--- src/rtl/snoop_share_resp.sv ---
module snoop_share_resp #(
  parameter int AW = 32,
  parameter int TW = 3
) (
  input  logic          clk,
  input  logic          rst_n,
  input  logic          share_en,
  input  logic          addr_start,
  input  logic          own_txn,
  input  logic [TW-1:0] txn_type,
  input  logic [AW-1:0] addr_bus,
  input  logic [1:0]    snoop_state,
  input  logic          resv_valid,
  input  logic [AW-1:0] resv_addr,
  input  logic          shr_in,
  input  logic          rty_in,
  output logic          shr_out,
  output logic          shr_oe,
  output logic          rty_out,
  output logic          rty_oe,
  output logic          fill_valid,
  output logic [1:0]    fill_state,
  output logic          reissue,
  output logic          dg_valid,
  output logic [AW-1:0] dg_addr,
  output logic          push_req,
  output logic [AW-1:0] push_addr,
  input  logic          push_taken,
  input  logic          core_req,
  output logic          core_ok
);
  localparam logic [1:0] ST_I = 2'b00;
  localparam logic [1:0] ST_S = 2'b01;
  localparam logic [1:0] ST_E = 2'b10;
  localparam logic [1:0] ST_M = 2'b11;
  localparam logic [TW-1:0] T_RD  = TW'(0);
  localparam logic [TW-1:0] T_RDA = TW'(1);

  logic is_rd, resv_hit, snoop;
  assign is_rd    = (txn_type == T_RD) || (txn_type == T_RDA);
  assign resv_hit = resv_valid && (resv_addr == addr_bus);
  assign snoop    = addr_start && !own_txn;

  logic          s1_vld, s1_own, s1_shr, s1_rty, s1_dg, s1_fill, s1_en;
  logic [AW-1:0] s1_addr;
  logic          s2_vld, s2_own, s2_shr, s2_rty, s2_dg, s2_fill, s2_en;
  logic [AW-1:0] s2_addr;

  always_ff @(posedge clk) begin
    if (!rst_n) begin
      s1_vld <= 1'b0; s1_own <= 1'b0; s1_shr <= 1'b0; s1_rty <= 1'b0;
      s1_dg  <= 1'b0; s1_fill <= 1'b0; s1_en <= 1'b0; s1_addr <= '0;
    end else begin
      s1_vld  <= addr_start;
      s1_own  <= addr_start && own_txn;
      s1_shr  <= snoop && share_en && ((snoop_state != ST_I) || resv_hit);
      s1_rty  <= snoop && (snoop_state == ST_M);
      s1_dg   <= snoop && share_en && is_rd && (snoop_state == ST_E);
      s1_fill <= addr_start && own_txn && is_rd;
      s1_en   <= share_en;
      s1_addr <= addr_bus;
    end
  end

  always_ff @(posedge clk) begin
    if (!rst_n) begin
      s2_vld <= 1'b0; s2_own <= 1'b0; s2_shr <= 1'b0; s2_rty <= 1'b0;
      s2_dg  <= 1'b0; s2_fill <= 1'b0; s2_en <= 1'b0; s2_addr <= '0;
    end else begin
      s2_vld  <= s1_vld;
      s2_own  <= s1_own;
      s2_shr  <= s1_shr;
      s2_rty  <= s1_rty;
      s2_dg   <= s1_dg;
      s2_fill <= s1_fill;
      s2_en   <= s1_en;
      s2_addr <= s1_addr;
    end
  end

  logic win_snp, win_own;
  assign win_snp = s2_vld && !s2_own;
  assign win_own = s2_vld && s2_own;

  assign shr_oe   = win_snp;
  assign rty_oe   = win_snp;
  assign shr_out  = win_snp && s2_shr;
  assign rty_out  = win_snp && s2_rty;
  assign dg_valid = win_snp && s2_dg;
  assign dg_addr  = s2_addr;

  always_ff @(posedge clk) begin
    if (!rst_n) begin
      fill_valid <= 1'b0;
      fill_state <= ST_I;
      reissue    <= 1'b0;
    end else begin
      fill_valid <= win_own && s2_fill && !rty_in;
      reissue    <= win_own && rty_in;
      if (win_own && s2_fill && !rty_in)
        fill_state <= (s2_en && shr_in) ? ST_S : ST_E;
    end
  end

  always_ff @(posedge clk) begin
    if (!rst_n) begin
      push_req  <= 1'b0;
      push_addr <= '0;
    end else if (!push_req && win_snp && s2_rty) begin
      push_req  <= 1'b1;
      push_addr <= s2_addr;
    end else if (push_req && push_taken) begin
      push_req  <= 1'b0;
    end
  end

  assign core_ok = core_req && !push_req;
endmodule


--- config.mk ---
export PLATFORM = sky130hd
export DESIGN_NAME = snoop_share_resp
export DESIGN_NICKNAME = d
export VERILOG_FILES = /design/src/rtl/snoop_share_resp.sv
export SDC_FILE = /design/constraint.sdc
export NUM_CORES = 1
export LEC_CHECK = 0
export ABC_AREA = 1
export BUFFER_PORTS_ARGS = -buffer_cell sky130_fd_sc_hd__clkbuf_2
export CORE_ASPECT_RATIO = 1.2
export CORE_UTILIZATION = 30
export CTS_CLUSTER_SIZE = 28
export DETAILED_ROUTE_END_ITERATION = 10
export SLEW_MARGIN = 30
export SYNTH_ARGS = -nofsm -noshare
export SYNTH_HDL_FRONTEND = slang
export SYNTH_SLANG_ARGS = --single-unit
--- constraint.sdc ---
create_clock -name clk -period 1.25 [get_ports clk]
set_input_delay 0.0625 -clock clk [delete_from_list [all_inputs] [get_ports clk]]
set_output_delay 0.0625 -clock clk [all_outputs]
set_load 0.05 [all_outputs]
==> impl_metrics.ini <==
[status]
outcome = finished with violations
violations = negative setup slack

[setup_path]
cp_max_fo = 3
arrival_ns = 1.34
path_class = reg -> out
critPathRequiredTime_ns = 1.19
cp-start-kind = register
end_kind = output pin

[finish]
area_growth_pct = 53.7
drive_gt1_share_pct = 30.3
final_core_util_pct = 47.6
final_nets = 835
antenna-diode-count = 0
final_area_um2 = 6330

[logic_synthesis]
synthesis.nets = 628
ys_warn_count = 0
ys_types = 24
synth_edf_count = 0
yosysTopAreaCellShare_pct = 55.9
yosys-top-cells-area = dfxtp_1 56%, nand2_1 12%, inv_1 11%
synth-seq-area-share_pct = 55.9
avgSynthCellArea_um2 = 7.50
yosys.area.top_type = dfxtp_1
synth-main-ff-cell = dfxtp_1
synth_seq_cells = 115
syn_inst = 549
ys_async_sr_fraction_pct = 0
netlist_area_um2 = 4120

[placed_design]
place.gp.congestion = 0.765
portBuffers = 152
hpwl_mm = 6.97
place_ws_ns = 0.0254
place_area_um2 = 5120

[detailed_routing]
dr_wl_met3_um = 361
drc_errors = 0
vias = 3731
wl_per_cell_um = 10.9
top_layer = met4
ant_nets = 0
vias_per_cell = 3.99
wl_met1_mm = 4.29
drt-initial-drc-count = 137
met2_length_mm = 5.23
dr.pass1.iters = 4
routed_wl_mm = 10.2

[sta]
finalClockSkew_ns = 0.00558
final_hold_viol_count = 0
final_max_slew_viol_count = 0
setup_viol = 35
period_needed_ns = 1.40
holdWs_ns = 0.104
tightest_slew_ns = 0.333
rsz0062_at_grt = yes
slew_headroom_pct = 77.9
fmax_mhz = 714
setup_ws_ns = -0.151
finalCritPeriodShare_pct = 112

[floorplan]
rows = 46
ioPinCount = 154
dieHeight_um = 130
core_um2 = 13300
die_w_um = 109
floorplan.initialDensity_pct = 31.0
die_area_um2 = 14200

[power_and_ir_drop]
p_leak_nw = 3.66
p_per_area_nw_per_um2 = 1440
total_power_mw = 9.11
peakVddDrop_mv = 0.797

[clock_network]
max-clock-path-buffers = 2
cts_made_buffers = 17
clock_sinks = 115
cts_root_buffer = clkbuf_16
cts_tree = built
clkLatencyLatePin_ns = 0.40
cts.reportedPaths.clkPinSlew_ns = 0.05
h-tree-depth = 4

[global_route]
grt_use_total_pct = 15.1
gr-total-overflow = 0
antenna_found_initial = 0
grt_start_max_net_pins = 42
first_global_vias = 3425
grt_first_pass_wirelength_mm = 16.0

[hold_path]
hold_path.class = in -> reg

[flow_run]
drv_cap = 0
## routing by layer
layer / GRT usage [%] / vias to the layer above
met5: 0 / -
met4: 8.82 / 0
met3: 3.75 / 22
met2: 25.5 / 95
met1: 17.1 / 1620
li1: - / 1994
## synthesized netlist by cell type (all sizes together) (2+ instances only)
master and instances:
nand2 129, clkbuf 9, xor2 7, nand3 4
xnor2 4, nor2 92, nand4 2, buf 10
o21ai 38, inv 128, dfxtp 115, nor3 2
a21oi 4
## sequential cells by signal, summed over array words and instances (netlist names), 2 cells and up
register / cells
dg_addr: 32
push_addr: 32
s1_addr: 32
fill_state: 2
## timing repair
action | in CTS | in global routing
endpoints found under the setup margin | 3 | 40
pin swaps | 2 | 10
setup buffers | 2 | 2
hold endpoints to repair | 48 | 0
hold buffers | 47 | 0
gates resized for setup | 28 | 28
## area by class of cell
| cell class | count | area (um^2) |
|---|---|---|
| fillers | 1350 | 6970 |
| flip-flops and latches | 115 | 2300 |
| repair buffers | 207 | 1410 |
| multi-input cells | 287 | 1370 |
| inverters | 128 | 480 |
| clock buffers | 22 | 474 |
| well taps | 168 | 210 |
| clock inverters | 9 | 81.3 |
## critical path, cell delays in order (launching register included)
cell and delay (ns):
dfxtp_2 0.34, inv_2 0.04, nor2_4 0.10, inv_2 0.05, buf_6 0.13, nor2_4 0.12, buf_8 0.15
## cells in the final DEF, fill, tap and decap left out, types with 3 or more instances in the layout
cell / instances
clkbuf_8: 3
clkinvlp_4: 3
clkinv_2: 4
nand2_1: 129
buf_8: 5
dlygate4sd3_1: 47
dfxtp_1: 114
inv_1: 125
buf_12: 4
a21oi_1: 3
inv_2: 3
buf_4: 7
xor2_1: 7
o21ai_0: 38
nor2_1: 60
clkbuf_16: 17
nor2_2: 27
nor2_4: 5
clkbuf_2: 141
## cells by family after synthesis
group	count (synthesis)	share of synthesized area [%]
AO/OA/AOI/OAI	45	5.65
buffers and inverters	147	14.2
AND/OR/NAND/NOR	231	21.9
XOR/XNOR	11	2.34
flip-flops	115	55.9
## final timing paths
check	from	to	slack, ns	depth (start not counted)
max reg2reg	s2_vld$_SDFF_PN0_	push_addr[12]$_SDFFE_PN0P_	-0.09	9
min	rst_n	s1_shr$_SDFF_PN0_	0.10	5
max	s2_vld$_SDFF_PN0_	dg_valid	-0.15	6
min reg2reg	s1_fill$_SDFF_PN0_	s2_fill$_SDFF_PN0_	0.40	2
## per-stage QoR
| step | cells | setup TNS, ns |
|---|---|---|
| finish | 936 | -2.50 |
| global route | 936 | -6.69 |
| floorplan | 549 | -6.08 |
| global placement | 859 | 0 |
| CTS | 939 | -3.47 |
| detailed placement | 859 | 0 |
## power breakdown
part | total [mW] | internal (mW) | switching [mW]
logic | 0.829 | 0.346 | 0.483
registers | 3.83 | 3.78 | 0.0476
clock network | 4.45 | 2.86 | 1.59
Power figures use the tool's default switching activity.
